`src/rtl/swrst_pkg.sv`:
```
package swrst_pkg;
  localparam int KEY_W = 4;
  localparam logic [KEY_W-1:0] KEY_ARM  = 4'b0110;
  localparam logic [KEY_W-1:0] KEY_IDLE = 4'b1111;

  localparam int NKEY    = 2;
  localparam int SRC_LOC = 0;
  localparam int SRC_CMP = 1;
  localparam int SRC_PIN = 2;
  localparam int NSRC    = 3;

  typedef enum logic [1:0] {
    SQ_IDLE = 2'd0,
    SQ_ISO  = 2'd1,
    SQ_HOLD = 2'd2,
    SQ_REL  = 2'd3
  } seq_state_e;
endpackage

```
`src/rtl/swrst_keyfield.sv`:
```
module swrst_keyfield
  import swrst_pkg::*;
#(
  parameter int           W    = KEY_W,
  parameter logic [W-1:0] ARM  = KEY_ARM,
  parameter logic [W-1:0] IDLE = KEY_IDLE
) (
  input  logic         clk,
  input  logic         por_n,
  input  logic         wr_en,
  input  logic [W-1:0] wr_data,
  output logic [W-1:0] key_q,
  output logic         arm_pulse
);

  logic [W-1:0] key_d;

  always_comb begin
    key_d = key_q;
    if (wr_en) key_d = wr_data;
  end

  always_ff @(posedge clk or negedge por_n) begin
    if (!por_n)     key_q <= IDLE;
    else if (wr_en) key_q <= key_d;
  end

  // a request is an entry into the arm pattern, not the level
  assign arm_pulse = wr_en && (wr_data == ARM) && (key_q != ARM);

  AST_KEY_ONLY_BY_WRITE: assert property (@(posedge clk) disable iff (!por_n)
    !wr_en |=> $stable(key_q));
  AST_ARM_LANDS: assert property (@(posedge clk) disable iff (!por_n)
    arm_pulse |=> (key_q == ARM) && $past(key_q) != ARM);

endmodule

```
`src/rtl/swrst_pinsync.sv`:
```
module swrst_pinsync #(
  parameter int STAGES = 2
) (
  input  logic clk,
  input  logic por_n,
  input  logic pin_n,
  output logic fall_pulse
);

  logic [STAGES-1:0] sync_q;
  logic              last_q;

  genvar s;
  generate
    for (s = 0; s < STAGES; s++) begin : g_stage
      if (s == 0) begin : g_first
        always_ff @(posedge clk or negedge por_n) begin
          if (!por_n) sync_q[s] <= 1'b1;
          else        sync_q[s] <= pin_n;
        end
      end else begin : g_next
        always_ff @(posedge clk or negedge por_n) begin
          if (!por_n) sync_q[s] <= 1'b1;
          else        sync_q[s] <= sync_q[s-1];
        end
      end
    end
  endgenerate

  always_ff @(posedge clk or negedge por_n) begin
    if (!por_n) last_q <= 1'b1;
    else        last_q <= sync_q[STAGES-1];
  end

  assign fall_pulse = last_q & ~sync_q[STAGES-1];

  AST_PIN_ONE_SHOT: assert property (@(posedge clk) disable iff (!por_n)
    fall_pulse |=> !fall_pulse);

endmodule

```
`src/rtl/swrst_status.sv`:
```
module swrst_status #(
  parameter int N = 3
) (
  input  logic         clk,
  input  logic         por_n,
  input  logic [N-1:0] set_vec,
  input  logic [N-1:0] clr_vec,
  output logic [N-1:0] stat_q
);

  genvar i;
  generate
    for (i = 0; i < N; i++) begin : g_bit
      logic bit_en;
      logic bit_d;

      always_comb begin
        bit_en = set_vec[i] | clr_vec[i];
        bit_d  = set_vec[i];   // set dominates a simultaneous clear
      end

      always_ff @(posedge clk or negedge por_n) begin
        if (!por_n)      stat_q[i] <= 1'b0;
        else if (bit_en) stat_q[i] <= bit_d;
      end

      AST_STAT_STICKY: assert property (@(posedge clk) disable iff (!por_n)
        stat_q[i] && !clr_vec[i] |=> stat_q[i]);
      AST_SET_WINS: assert property (@(posedge clk) disable iff (!por_n)
        set_vec[i] |=> stat_q[i]);
    end
  endgenerate

endmodule

```
`src/rtl/swrst_seq.sv`:
```
module swrst_seq
  import swrst_pkg::*;
#(
  parameter int HOLD_CYC = 16
) (
  input  logic clk,
  input  logic por_n,
  input  logic start,
  input  logic iso_ack,
  output logic iso_req,
  output logic warm_rst_n
);

  localparam int              CNT_W     = $clog2(HOLD_CYC + 1);
  localparam logic [CNT_W-1:0] HOLD_LAST = CNT_W'(HOLD_CYC - 1);

  seq_state_e       state_q, state_d;
  logic [CNT_W-1:0] cnt_q, cnt_d;
  logic             cnt_en;
  logic             iso_q, rst_n_q;

  always_comb begin
    state_d = state_q;
    cnt_d   = cnt_q;
    cnt_en  = 1'b0;
    unique case (state_q)
      SQ_IDLE: if (start) state_d = SQ_ISO;
      SQ_ISO: begin
        if (iso_ack) begin
          state_d = SQ_HOLD;
          cnt_d   = '0;
          cnt_en  = 1'b1;
        end
      end
      SQ_HOLD: begin
        if (cnt_q == HOLD_LAST) begin
          state_d = SQ_REL;
        end else begin
          cnt_d  = cnt_q + 1'b1;
          cnt_en = 1'b1;
        end
      end
      SQ_REL:  state_d = SQ_IDLE;
      default: state_d = SQ_IDLE;
    endcase
  end

  always_ff @(posedge clk or negedge por_n) begin
    if (!por_n) begin
      state_q <= SQ_IDLE;
      iso_q   <= 1'b0;
      rst_n_q <= 1'b1;
    end else begin
      state_q <= state_d;
      iso_q   <= (state_d != SQ_IDLE);
      rst_n_q <= (state_d != SQ_HOLD);
    end
  end

  always_ff @(posedge clk or negedge por_n) begin
    if (!por_n)      cnt_q <= '0;
    else if (cnt_en) cnt_q <= cnt_d;
  end

  assign iso_req    = iso_q;
  assign warm_rst_n = rst_n_q;

  AST_ISO_COVERS_RST: assert property (@(posedge clk) disable iff (!por_n)
    !warm_rst_n |-> iso_req);
  AST_RST_AFTER_ACK: assert property (@(posedge clk) disable iff (!por_n)
    $fell(warm_rst_n) |-> $past(iso_ack));
  AST_HOLD_MIN: assert property (@(posedge clk) disable iff (!por_n)
    (state_q == SQ_HOLD) && (cnt_q != HOLD_LAST) |=> !warm_rst_n);
  AST_ISO_TAIL: assert property (@(posedge clk) disable iff (!por_n)
    $rose(warm_rst_n) |-> iso_req ##1 !iso_req);
  AST_NO_RESTART: assert property (@(posedge clk) disable iff (!por_n)
    start && (state_q == SQ_HOLD) |=> !iso_req || (state_q != SQ_ISO));

endmodule

```
`src/rtl/swrst_ctrl.sv`:
```
module swrst_ctrl
  import swrst_pkg::*;
#(
  parameter int ADDR_W      = 4,
  parameter int DATA_W      = 32,
  parameter int HOLD_CYC    = 16,
  parameter int SYNC_STAGES = 2
) (
  input  logic              clk,
  input  logic              por_n,
  input  logic              bus_req,
  input  logic              bus_we,
  input  logic [ADDR_W-1:0] bus_addr,
  input  logic [DATA_W-1:0] bus_wdata,
  output logic [DATA_W-1:0] bus_rdata,
  input  logic              cmp_key_we,
  input  logic [KEY_W-1:0]  cmp_key_wdata,
  input  logic              ext_rstreq_n,
  input  logic              iso_ack,
  output logic              iso_req,
  output logic              warm_rst_n
);

  localparam logic [ADDR_W-1:0] A_LKEY = ADDR_W'(0);
  localparam logic [ADDR_W-1:0] A_STAT = ADDR_W'(1);
  localparam logic [ADDR_W-1:0] A_CKEY = ADDR_W'(2);

  logic                bus_wr, bus_rd;
  logic [NKEY-1:0]     key_we;
  logic [KEY_W-1:0]    key_wd [NKEY];
  logic [KEY_W-1:0]    key_q  [NKEY];
  logic [NKEY-1:0]     key_arm;
  logic                pin_fall;
  logic [NSRC-1:0]     set_vec, clr_vec, stat_q;
  logic                start;

  always_comb begin
    bus_wr          = bus_req &  bus_we;
    bus_rd          = bus_req & ~bus_we;
    key_we[SRC_LOC] = bus_wr && (bus_addr == A_LKEY);
    key_wd[SRC_LOC] = bus_wdata[KEY_W-1:0];
    key_we[SRC_CMP] = cmp_key_we;
    key_wd[SRC_CMP] = cmp_key_wdata;
    clr_vec         = (bus_wr && (bus_addr == A_STAT)) ? bus_wdata[NSRC-1:0] : '0;
  end

  genvar g;
  generate
    for (g = 0; g < NKEY; g++) begin : g_key
      swrst_keyfield #(
        .W    (KEY_W),
        .ARM  (KEY_ARM),
        .IDLE (KEY_IDLE)
      ) u_key (
        .clk       (clk),
        .por_n     (por_n),
        .wr_en     (key_we[g]),
        .wr_data   (key_wd[g]),
        .key_q     (key_q[g]),
        .arm_pulse (key_arm[g])
      );
    end
  endgenerate

  swrst_pinsync #(.STAGES(SYNC_STAGES)) u_pin (
    .clk        (clk),
    .por_n      (por_n),
    .pin_n      (ext_rstreq_n),
    .fall_pulse (pin_fall)
  );

  always_comb begin
    set_vec          = '0;
    set_vec[SRC_LOC] = key_arm[SRC_LOC];
    set_vec[SRC_CMP] = key_arm[SRC_CMP];
    set_vec[SRC_PIN] = pin_fall;
    start            = |set_vec;
  end

  swrst_status #(.N(NSRC)) u_stat (
    .clk     (clk),
    .por_n   (por_n),
    .set_vec (set_vec),
    .clr_vec (clr_vec),
    .stat_q  (stat_q)
  );

  swrst_seq #(.HOLD_CYC(HOLD_CYC)) u_seq (
    .clk        (clk),
    .por_n      (por_n),
    .start      (start),
    .iso_ack    (iso_ack),
    .iso_req    (iso_req),
    .warm_rst_n (warm_rst_n)
  );

  always_comb begin
    bus_rdata = '0;
    if (bus_rd) begin
      unique case (bus_addr)
        A_LKEY:  bus_rdata[KEY_W-1:0] = key_q[SRC_LOC];
        A_STAT:  bus_rdata[NSRC-1:0]  = stat_q;
        A_CKEY:  bus_rdata[KEY_W-1:0] = key_q[SRC_CMP];
        default: bus_rdata = '0;
      endcase
    end
  end

  AST_START_ISO: assert property (@(posedge clk) disable iff (!por_n)
    start && !iso_req |=> iso_req);
  AST_CKEY_NO_BUS: assert property (@(posedge clk) disable iff (!por_n)
    !cmp_key_we |=> $stable(key_q[SRC_CMP]));

endmodule

```
`config.mk`:
```
export PLATFORM = sky130hd
export DESIGN_NAME = swrst_ctrl
export DESIGN_NICKNAME = d
export VERILOG_FILES = /design/src/rtl/swrst_pkg.sv /design/src/rtl/swrst_keyfield.sv /design/src/rtl/swrst_pinsync.sv /design/src/rtl/swrst_status.sv /design/src/rtl/swrst_seq.sv /design/src/rtl/swrst_ctrl.sv
export SDC_FILE = /design/constraint.sdc
export NUM_CORES = 1
export LEC_CHECK = 0
export CAP_MARGIN = 20
export CORE_UTILIZATION = 30
export DETAILED_ROUTE_END_ITERATION = 6
export DONT_BUFFER_PORTS = 1
export PLACE_DENSITY_LB_ADDON = 0.12
export SLEW_MARGIN = 20
export SYNTH_ARGS = -nofsm -noshare
export SYNTH_HDL_FRONTEND = slang
export SYNTH_SLANG_ARGS = --single-unit
```
`constraint.sdc`:
```
create_clock -name clk -period 6.25 [get_ports clk]
set_clock_uncertainty 0.1 [all_clocks]
set_input_delay 0.9375 -clock clk [delete_from_list [all_inputs] [get_ports clk]]
set_output_delay 0.9375 -clock clk [all_outputs]
set_load 0.01 [all_outputs]
```
==> flow_metrics.py <==
metrics = {
    "pwr": {
        "power.density_mw_per_mm2": 310,
        "vdd_drop_max_mv": 0.158,
        "p_leak_uw": 0.000659,
        "finalPower_uw": 457,
    },
    "grt": {
        "grt_pass1_vias": 931,
        "gr-total-overflow": 0,
        "grt_use_total_pct": 10.8,
        "antenna_found_initial": 0,
        "grt_pass1_wl_um": 4330,
        "grt_max_degree": 24,
    },
    "setup_path": {
        "reg2regPathDepth": 7,
        "cp-start-kind": "input pin",
        "cp_num_cells": 3,
        "critical_path_class": "in -> out",
        "setup.worst_path.start": "bus_addr[3]",
        "crit_arrival_ns": 1.83,
        "critical_path_peak_fanout": 4,
        "r2r_start": "u_seq.cnt_q[0]",
        "slowest_stage": "nor3b_1",
        "max_stage_delay_ns": 0.36,
        "crit_path_cell_trace": "nor3b_1, nand2b_1, nor3_1",
        "crit_family": "simple AND/OR/NAND/NOR gates",
        "required_ns": 5.21,
        "endpoint_kind": "output port",
        "crit_buf_inv": 0,
    },
    "layout": {
        "final-instance-count-excl-fill": 218,
        "num-nets-final": 205,
        "mostFrequentLayoutCells": "28 x conb_1, 16 x nand2_1, 12 x dfstp_2",
        "layout_commonest_cell": "conb_1",
        "drive_gt1_share_pct": 19.2,
        "final_area_mm2": 0.00147,
        "syn2layout_area_growth_pct": 0.170,
        "n_antenna_cell": 0,
    },
    "floorplan": {
        "die_width_um": 72.0,
        "row_count": 25,
        "pin_count": 81,
        "die_y_um": 72.0,
        "core_mm2": 0.00472,
        "start_util_pct": 31.1,
        "fp.dieArea_mm2": 0.00518,
    },
    "synth": {
        "ys_types": 45,
        "async_reset_ff_share_pct": 100,
        "synth_edf_count": 0,
        "yosysWarningCount": 0,
        "syn_area_per_cell_um2": 9.79,
        "synth_flop_cell": "dfstp_2",
        "ys_ff_latch": 23,
        "synth_cells": 150,
        "syn_area_mm2": 0.00147,
        "yosysSeqAreaShare_pct": 40.2,
    },
    "drt": {
        "routed_wl_um": 2560,
        "wl_per_cell_um": 11.7,
        "drcViolationCount": 0,
        "drt-initial-drc-count": 32,
        "drt_first_pass_iters": 4,
        "viasPerCell": 4.27,
        "antenna_left": 0,
        "via_count": 931,
    },
    "sta": {
        "tns_ns": 0,
        "timing.final.crit_period_ns": 2.87,
        "worst_slew_pin_slew_ns": 0.510,
        "whs_ns": 0.258,
        "fmax_ghz": 0.349,
        "hold_violations": 0,
        "drv_slew": 0,
        "setup_viol": 0,
        "fin_crit_sh_pct": 45.9,
        "rsz0062_at_grt": "no",
        "slew_headroom_pct": 65.7,
    },
    "clock_network": {
        "cts_setup_buffers": 0,
        "clk_pin_slew_ns": 0.09,
        "tritoncts": "yes",
        "post_cts_resized": 0,
        "cts_made_buffers": 3,
        "ctsRootBufferMaster": "clkbuf_8",
        "clockBufferDepth": 2,
        "insertion_delay_ns": 0.26,
        "holdBufCountCts": 0,
        "h-tree-depth": 1,
        "cts.sinks": 23,
    },
    "placement": {
        "io_buffers": 0,
        "dpl-instance-area_mm2": 0.00143,
        "gp_congestion": 0.809,
        "placedCellCount": 214,
        "post-dp-hpwl_um": 2060,
    },
    "min_path": {
        "min_path_type": "in -> async",
    },
    "outcome": {
        "status": "complete, no violations",
    },
    "run": {
        "drv_cap": 0,
    },
}
-- sequential cells by signal (all words and copies together), names as in the netlist --
register	flops
g_key.u_key.key_q	8
u_pin.last_q	1
u_pin.sync_q	2
u_seq.cnt_q	5
u_seq.iso_req	1
u_seq.state_q	2
u_seq.warm_rst_n	1
u_stat.stat_q	3
-- path summary, 6_finish.rpt --
| kind | end | slack, ns |
|---|---|---|
| hold reg to reg | u_pin.sync_q[1] | 0.26 |
| min in group clk | u_pin.sync_q[1] | 0.26 |
| setup / recovery | bus_rdata[3] | 3.38 |
| setup reg to reg | u_seq.warm_rst_n | 4.16 |
| max in group asynchronous | u_seq.warm_rst_n | 5.61 |
| hold / removal | u_stat.stat_q[0] | 0.26 |
-- power by group --
part	internal [µW]	switching, µW
registers	190	27.1
logic	63.0	85.6
clock network	44.4	46.9
-- layout make-up --
class                      instances  area [µm²]
clock buffer                       3        41.3
clock inverter                     1        5.00
fill                             492        3250
inverter                           7        26.3
multi-input combinational        117         724
sequential                        23         591
tap                               67        83.8
-- cell families (layout without fill, tap and decap cells) --
| kind of cell | after synthesis | after routing | synth area share [%] |
|---|---|---|---|
| other cells | 1 | 28 | 0.255 |
| simple gates | 53 | 53 | 20.5 |
| fa+ha+maj | 6 | 6 | 5.11 |
| buf+inv | 37 | 11 | 17.4 |
| flops | 23 | 23 | 40.2 |
| xor+xnor | 2 | 2 | 1.19 |
| mux | 8 | 8 | 5.79 |
| compound gates | 20 | 20 | 9.54 |
-- Yosys cell counts (all sizes together), types with 3 or more instances --
master	n	area, µm²
o21ai	4	20.0
dfrtp	11	275
nand2	16	60.1
inv	7	26.3
a21oi	4	20.0
dfstp	12	315
nor3	3	15.0
nor2	12	55.1
mux2	4	45.0
buf	30	229
and3	3	23.8
mux2i	4	40.0
nand3	4	20.0
ha	6	75.1
-- through the flow --
stage | setup slack (ns) | utilization, %
floorplan | 3.50 | -
global placement | 3.40 | 30.2
detailed placement | 3.38 | 30.2
CTS | 3.38 | 31.2
global route | 3.21 | 31.2
finish | 3.38 | 31.2
-- layer usage --
metal / GRT usage (%) / share of wire, % / vias up
met1: 13.1 / 43 / 440
met3: 3.89 / 5.6 / 2
met5: 0 / 0 / -
met4: 1.31 / 0.23 / 0
met2: 18.9 / 51 / 32
li1: - / - / 457
Note: power is estimated with default switching activity, not from simulation.
